--- src/rtl/prc_pkg.sv ---
// Shared definitions for the converter run controller.
// Assumes a 3-bit power mode code; codes above Off are treated as deep modes.
package prc_pkg;

    localparam logic [2:0] PM_ACTIVE    = 3'd0;
    localparam logic [2:0] PM_IDLE      = 3'd1;
    localparam logic [2:0] PM_STANDBY   = 3'd2;
    localparam logic [2:0] PM_HIBERNATE = 3'd3;
    localparam logic [2:0] PM_BACKUP    = 3'd4;
    localparam logic [2:0] PM_OFF       = 3'd5;

    // Sequencer states: clock off, waiting for grant, settling, ready, converting
    typedef enum logic [2:0] {
        SQ_OFF    = 3'd0,
        SQ_REQ    = 3'd1,
        SQ_SETTLE = 3'd2,
        SQ_READY  = 3'd3,
        SQ_CONV   = 3'd4
    } seq_state_e;

    // Run decision derived from power mode and configuration
    typedef struct packed {
        logic allowed;    // converter may be active at all
        logic always_on;  // keep clock and front end up without a request
        logic on_demand;  // power up only on a start request
    } run_policy_t;

endpackage

--- src/rtl/prc_policy.sv ---
// Run policy decoder.
// Maps power mode plus enable / run-in-sleep / on-demand bits onto a run policy.
// Purely combinational; assumes inputs are synchronous to the block clock.
module prc_policy
    import prc_pkg::*;
(
    input  logic [2:0]  pwr_mode,
    input  logic        cfg_en,
    input  logic        cfg_run_sleep,
    input  logic        cfg_on_demand,
    output run_policy_t pol
);

    logic mode_active;
    logic mode_sleep;

    // Classify the power mode into active, shallow sleep, or deep (neither)
    always_comb begin
        mode_active = (pwr_mode == PM_ACTIVE);
        mode_sleep  = (pwr_mode == PM_IDLE) || (pwr_mode == PM_STANDBY);
    end

    // Build the run policy from the mode class and the configuration bits
    always_comb begin
        pol.always_on = cfg_en && (mode_active ||
                        (mode_sleep && cfg_run_sleep && !cfg_on_demand));
        pol.on_demand = cfg_en && mode_sleep && cfg_on_demand;
        pol.allowed   = pol.always_on || pol.on_demand;
    end

endmodule

--- src/rtl/prc_pending.sv ---
// Start request latch.
// Holds one pending conversion request until the sequencer takes it.
// A new request in the same cycle as a take keeps the latch set.
// Requests seen while the converter is not allowed to run are discarded.
module prc_pending (
    input  logic clk,
    input  logic rst_n,
    input  logic allowed,
    input  logic start_in,
    input  logic take,
    output logic pend
);

    // Set on an accepted request, clear on take or when running is forbidden
    always_ff @(posedge clk) begin
        if (!rst_n)
            pend <= 1'b0;
        else if (!allowed)
            pend <= 1'b0;
        else
            pend <= start_in || (pend && !take);
    end


    pend_capture_chk: assert property (@(posedge clk) disable iff (!rst_n)
        (start_in && allowed) |=> pend);


    pend_discard_chk: assert property (@(posedge clk) disable iff (!rst_n)
        (!allowed) |=> !pend);

endmodule

--- src/rtl/prc_settle.sv ---
// Front end settling timer.
// Loaded when the clock grant is seen, then counts down while running.
// Assumes SETTLE_CYC >= 1; the settling phase then lasts SETTLE_CYC cycles.
module prc_settle #(
    parameter int SETTLE_CYC = 8
) (
    input  logic clk,
    input  logic rst_n,
    input  logic load,
    input  logic run,
    output logic expired
);

    localparam int CW = (SETTLE_CYC < 2) ? 1 : $clog2(SETTLE_CYC);
    localparam logic [CW-1:0] LOAD_VAL = CW'(SETTLE_CYC - 1);

    logic [CW-1:0] cnt;

    // Down-counter: load on grant, decrement while settling, rest at zero
    always_ff @(posedge clk) begin
        if (!rst_n)
            cnt <= '0;
        else if (load)
            cnt <= LOAD_VAL;
        else if (run && (cnt != '0))
            cnt <= cnt - 1'b1;
    end

    // Settling is over once the count has reached zero
    always_comb expired = (cnt == '0);


    settle_bound_chk: assert property (@(posedge clk) disable iff (!rst_n)
        cnt <= LOAD_VAL);

endmodule

--- src/rtl/prc_seq.sv ---
// Run sequencer.
// Walks clock request, grant wait, front end settling, ready and conversion.
// Always-on policy parks in READY; on-demand policy returns to OFF after a
// conversion. Loss of permission forces OFF from any state.
module prc_seq
    import prc_pkg::*;
(
    input  logic clk,
    input  logic rst_n,
    input  logic allowed,
    input  logic always_on,
    input  logic pend,
    input  logic clk_grant,
    input  logic conv_done,
    input  logic expired,
    output logic take,
    output logic load,
    output logic run,
    output logic clk_req_raw,
    output logic afe_pwr_raw,
    output logic ready_raw,
    output logic strobe
);

    seq_state_e st;
    seq_state_e st_n;

    // Next-state and settle-timer control
    always_comb begin
        st_n = st;
        load = 1'b0;
        if (!allowed) begin
            st_n = SQ_OFF;
        end else begin
            case (st)
                SQ_OFF:    if (always_on || pend) st_n = SQ_REQ;
                SQ_REQ:    if (clk_grant) begin
                               st_n = SQ_SETTLE;
                               load = 1'b1;
                           end
                SQ_SETTLE: if (expired) st_n = SQ_READY;
                SQ_READY:  if (pend) st_n = SQ_CONV;
                           else if (!always_on) st_n = SQ_OFF;
                SQ_CONV:   if (conv_done) st_n = always_on ? SQ_READY : SQ_OFF;
                default:   st_n = SQ_OFF;
            endcase
        end
    end

    // Request handover and settle timer enable
    always_comb begin
        take = (st == SQ_READY) && pend && allowed;
        run  = (st == SQ_SETTLE);
    end

    // State register
    always_ff @(posedge clk) begin
        if (!rst_n) st <= SQ_OFF;
        else        st <= st_n;
    end

    // Start strobe, issued the cycle after a request is taken in READY
    always_ff @(posedge clk) begin
        if (!rst_n) strobe <= 1'b0;
        else        strobe <= take;
    end

    // Raw outputs decoded from the state
    always_comb begin
        clk_req_raw = (st != SQ_OFF);
        afe_pwr_raw = (st == SQ_SETTLE) || (st == SQ_READY) || (st == SQ_CONV);
        ready_raw   = (st == SQ_READY) || (st == SQ_CONV);
    end


    ready_after_settle_chk: assert property (@(posedge clk) disable iff (!rst_n)
        $rose(ready_raw) |-> ($past(st) == SQ_SETTLE) && $past(expired));


    demand_release_chk: assert property (@(posedge clk) disable iff (!rst_n)
        (st == SQ_CONV && conv_done && allowed && !always_on) |=> (st == SQ_OFF));


    grant_wait_chk: assert property (@(posedge clk) disable iff (!rst_n)
        (st == SQ_REQ && !clk_grant && allowed) |=> (st == SQ_REQ));

endmodule

--- src/rtl/periph_run_ctrl.sv ---
// Sleep-aware converter run controller (top).
// Combines the policy decoder, request latch, settle timer and sequencer.
// All outputs are gated by the current policy so that deep modes and a
// cleared enable silence the block in the same cycle they are applied.
module periph_run_ctrl
    import prc_pkg::*;
#(
    parameter int SETTLE_CYC = 8
) (
    input  logic       clk,
    input  logic       rst_n,
    input  logic [2:0] pwr_mode,
    input  logic       cfg_en,
    input  logic       cfg_run_sleep,
    input  logic       cfg_on_demand,
    input  logic       evt_start,
    input  logic       clk_grant,
    input  logic       conv_done,
    output logic       clk_req,
    output logic       afe_pwr,
    output logic       afe_ready,
    output logic       conv_start,
    output logic       wake_req
);

    run_policy_t pol;
    logic pend, take, load, run, expired;
    logic clk_req_raw, afe_pwr_raw, ready_raw, strobe;

    prc_policy u_policy (
        .pwr_mode      (pwr_mode),
        .cfg_en        (cfg_en),
        .cfg_run_sleep (cfg_run_sleep),
        .cfg_on_demand (cfg_on_demand),
        .pol           (pol)
    );

    prc_pending u_pending (
        .clk      (clk),
        .rst_n    (rst_n),
        .allowed  (pol.allowed),
        .start_in (evt_start),
        .take     (take),
        .pend     (pend)
    );

    prc_settle #(.SETTLE_CYC(SETTLE_CYC)) u_settle (
        .clk     (clk),
        .rst_n   (rst_n),
        .load    (load),
        .run     (run),
        .expired (expired)
    );

    prc_seq u_seq (
        .clk         (clk),
        .rst_n       (rst_n),
        .allowed     (pol.allowed),
        .always_on   (pol.always_on),
        .pend        (pend),
        .clk_grant   (clk_grant),
        .conv_done   (conv_done),
        .expired     (expired),
        .take        (take),
        .load        (load),
        .run         (run),
        .clk_req_raw (clk_req_raw),
        .afe_pwr_raw (afe_pwr_raw),
        .ready_raw   (ready_raw),
        .strobe      (strobe)
    );

    // Gate every output with the present run permission
    always_comb begin
        clk_req    = clk_req_raw && pol.allowed;
        afe_pwr    = afe_pwr_raw && pol.allowed;
        afe_ready  = ready_raw   && pol.allowed;
        conv_start = strobe      && pol.allowed;
        wake_req   = evt_start   && pol.on_demand;
    end


    deep_mode_quiet_chk: assert property (@(posedge clk) disable iff (!rst_n)
        (pwr_mode > PM_STANDBY) |->
            !(clk_req || afe_pwr || afe_ready || conv_start || wake_req));


    disabled_quiet_chk: assert property (@(posedge clk) disable iff (!rst_n)
        !cfg_en |-> !(clk_req || afe_pwr || afe_ready || conv_start || wake_req));


    ready_powered_chk: assert property (@(posedge clk) disable iff (!rst_n)
        afe_ready |-> (afe_pwr && clk_req));


    strobe_after_ready_chk: assert property (@(posedge clk) disable iff (!rst_n)
        conv_start |-> $past(afe_ready));


    strobe_single_chk: assert property (@(posedge clk) disable iff (!rst_n)
        conv_start |=> !conv_start);


    wake_sleep_only_chk: assert property (@(posedge clk) disable iff (!rst_n)
        wake_req |-> ((pwr_mode == PM_IDLE || pwr_mode == PM_STANDBY) && cfg_on_demand));

endmodule

--- config.mk ---
export PLATFORM = sky130hd
export DESIGN_NAME = periph_run_ctrl
export DESIGN_NICKNAME = d
export VERILOG_FILES = /design/src/rtl/prc_pkg.sv /design/src/rtl/prc_policy.sv /design/src/rtl/prc_pending.sv /design/src/rtl/prc_settle.sv /design/src/rtl/prc_seq.sv /design/src/rtl/periph_run_ctrl.sv
export SDC_FILE = /design/constraint.sdc
export NUM_CORES = 1
export LEC_CHECK = 0
export BUFFER_PORTS_ARGS = -buffer_cell sky130_fd_sc_hd__buf_2
export CORE_AREA = 2 2 39 41
export DETAILED_ROUTE_END_ITERATION = 7
export DIE_AREA = 0 0 41 43
export MAX_ROUTING_LAYER = met4
export PLACE_DENSITY_LB_ADDON = 0.2
export SLEW_MARGIN = 25
export SYNTH_ARGS = -nofsm -noshare
export SYNTH_HDL_FRONTEND = slang
export SYNTH_SLANG_ARGS = --single-unit
--- constraint.sdc ---
create_clock -name clk -period 1.36 [get_ports clk]
set_input_delay 0.34 -clock clk [delete_from_list [all_inputs] [get_ports clk]]
set_output_delay 0.34 -clock clk [all_outputs]
set_load 0.005 [all_outputs]
==> results.toml <==
[run_status]
outcome = "finished with violations"
violations = "setup timing"

[route]
drtPass1Iterations = 4
antenna_left = 0
wl_per_cell_um = 13.3
num_vias = 657
drc = 0
wl_um = 1670
drt_iter0_markers = 18
vias_per_cell = 5.26

[run]
max_cap_violations = 0

[placed_design]
gp_congestion = 0.869
dp.cells = 112
pre_cts_ws_ps = -124
dpl_cell_area_um2 = 726
numPortBuffers = 15
dpl.hpwl_um = 1040

[synthesis]
synth_fp_nets = 87
ys_warn_count = 0
ys_ff_latch = 8
synth.largest_area_cell = "dfxtp_1"
synthTopCellsByArea = "dfxtp_1 28%, nand2_1 6.0%, inv_1 4.6%"
avgSynthCellArea_um2 = 7.64
ys_seq_area_share_pct = 28.3
synth.distinct_cells = 29
postSynthCellCount = 74
synthesis.area_um2 = 566
synth_top_cell_area_share_pct = 28.3

[setup_path]
crit_path_top_delay_cell = "dfxtp_2"
crit_chain = "inv_2, ha_4, ha_4, nor4b_4, buf_4, nand2_1, o21ai_1, a21boi_1"
cp.required_ps = 1510
crit_path_start_kind = "flop"
critPathMaxStageDelay_ps = 330
crit_arrival_ps = 1630
critical_path_peak_fanout = 4
path_delay_family = "simple AND/OR/NAND/NOR gates"
path_class = "reg -> reg"
cpMostUsedCell = "ha_4"
critPathBufInv = 2
end_kind = "flop"

[clock_tree]
cts_tree = "built"
clock_path_buffers = 2
path_clk_slew_ps = 60
root_buffer = "clkbuf_4"
cts.sinks = 8
cts-htree-levels = 1
insertion_delay_ps = 260
numCtsBuffers = 3

[pwr]
p_leak_nw = 0.396
power_frac_clock_pct = 35.5
p_switching_w = 0.000136
powerDensity_nw_per_um2 = 532
switching_share_pct = 25.6
internal_power_w = 0.000396
vdd_ir_drop_max_mv = 0.361
power_frac_comb_pct = 20.9
power_frac_seq_pct = 43.6

[layout]
layout.cells.non_filler = 125
layout-drive-gt1-share_pct = 59.6
finalNetCount = 124
fin_area_um2 = 998
fillers = 115
area_growth_pct = 76.5
multi_input_area_um2 = 480
final_core_util_pct = 72.2
seq_area_um2 = 174
antenna_cells = 0

[timing]
period_minus_slack_ps = 1480
slew_headroom_pct = 81.3
setup_ws_ps = -116
fin_crit_sh_pct = 108
setup_viol = 7
rsz0062_at_grt = "true"
fin_setup_tns_ps = -481
slew_viol_final = 0
fmax_ghz = 0.678
finalHoldViolCount = 0
tightest_slew_ps = 280
finClkSkew_ps = 2.24

[global_route]
grt_pass1_vias = 641
track_usage_pct = 22.6
grt_pass1_wl_um = 2620
grt-ovfl-total = 0
grt_start_max_net_pins = 7
antenna_found_initial = 0

[die]
start_util_pct = 40.9
io-pin-count = 16
fp.dieH_um = 43
die_area_um2 = 1760
core_area_um2 = 1380
fp.dieW_um = 41
rows = 14

[worst_hold_path]
min_path_type = "in -> reg"
[placed cells by master, fill, tap and decap left out, types with 2 or more instances in the layout]
cell / synthesis / layout
a21boi_1: 3 / 3
a21oi_1: 5 / 3
a21oi_2: 0 / 2
a31oi_1: 2 / 2
buf_2: 2 / 10
buf_4: 0 / 15
buf_6: 1 / 10
clkbuf_4: 0 / 3
dfxtp_1: 8 / 3
dfxtp_2: 0 / 2
dfxtp_4: 0 / 3
ha_4: 0 / 2
inv_1: 7 / 5
inv_2: 0 / 2
nand2_1: 9 / 7
nand2_2: 0 / 2
nor2_1: 6 / 5
nor3_1: 5 / 3
o21ai_1: 0 / 2
o32ai_1: 2 / 2
[state kept, by name, indices dropped and copies added, names as in the netlist]
signal          cells
u_seq.st            3
u_settle.cnt        3
u_pending.pend      1
u_seq.strobe        1
[worst reg2reg max path, delay by kind of cell, from the launching register on]
kind / cells / cell delay, ps
buffers and inverters: 2 / 220
AO/OA/AOI/OAI: 2 / 150
flip-flops: 1 / 330
AND/OR/NAND/NOR: 2 / 360
adder cells (fa/ha/maj): 2 / 310
[path summary, 6_finish.rpt]
check	slack, ps	to	from	depth (start not counted)
hold reg to reg	520	u_seq.strobe$_SDFF_PN0_	u_pending.pend$_SDFF_PN0_	2
setup / recovery	-120	u_settle.cnt[2]$_SDFFE_PN0P_	u_settle.cnt[0]$_SDFFE_PN0P_	8
hold / removal	320	u_pending.pend$_SDFF_PN0_	evt_start	3
setup reg to reg	-120	u_settle.cnt[2]$_SDFFE_PN0P_	u_settle.cnt[0]$_SDFFE_PN0P_	8
[stage by stage]
step,hold WS [ps],power (W)
6_report,316,0.000532
5_1_grt,352,0.000558
4_1_cts,318,0.000504
3_5_place_dp,513,0.000318
2_1_floorplan,457,0.000276
3_3_place_gp,513,0.000316
[routing by layer]
layer / GRT usage (%) / share of wire, % / up-vias
met4: 11.3 / 1.4 / 0
met3: 6.81 / 6.7 / 4
met1: 25.6 / 40 / 294
met2: 34.4 / 52 / 30
met5: - / 0 / -
li1: - / - / 329
[layout make-up]
cell class                      instances  share of cell area (%)
Clock buffer                            3                    2.26
Sequential cell                         8                    17.4
Tap cell                               16                    2.01
Multi-Input combinational cell         56                    48.1
Timing Repair Buffer                   35                    27.6
Inverter                                7                    2.63
[cell usage after synthesis]
cell type	instances
nand2_1	9
dfxtp_1	8
inv_1	7
nor2_1	6
a21oi_1	5
nor3_1	5
a21boi_1	3
o21ai_0	3
a31oi_1	2
buf_2	2
ha_1	2
nand2b_1	2
nor2b_1	2
o32ai_1	2
xnor2_1	2
a2bb2oi_1	1
a2bb2oi_2	1
a31o_2	1
and2b_2	1
and3_1	1
buf_6	1
nand3_1	1
nor2_2	1
nor4b_2	1
o211ai_1	1
o21ai_2	1
o31a_1	1
or2_2	1
or4_4	1
[what timing repair did]
action / CTS / global route
resized for setup: 26 / 19
pin swaps: 11 / 10
buffers inserted: 6 / 4
hold buffers: 0 / 0
setup endpoints to repair: 8 / 9
[kinds of logic after synthesis]
logic type,synth area share [%]
XOR/XNOR,3.10
AND/OR/NAND/NOR,29.2
buffers and inverters,8.41
flip-flops,28.3
AO/OA/AOI/OAI,26.5
adder cells (fa/ha/maj),4.42
[power by group through the flow]
stage	clock [W]	combinational (W)	sequential, W
2_1_floorplan	0	0.0000349	0.000242
3_3_place_gp	0	0.0000738	0.000242
3_5_place_dp	0	0.0000751	0.000242
4_1_cts	0.000193	0.0000801	0.000232
5_1_grt	0.000205	0.000121	0.000232
6_report	0.000189	0.000111	0.000232
Note: power is estimated with default switching activity, not from simulation.
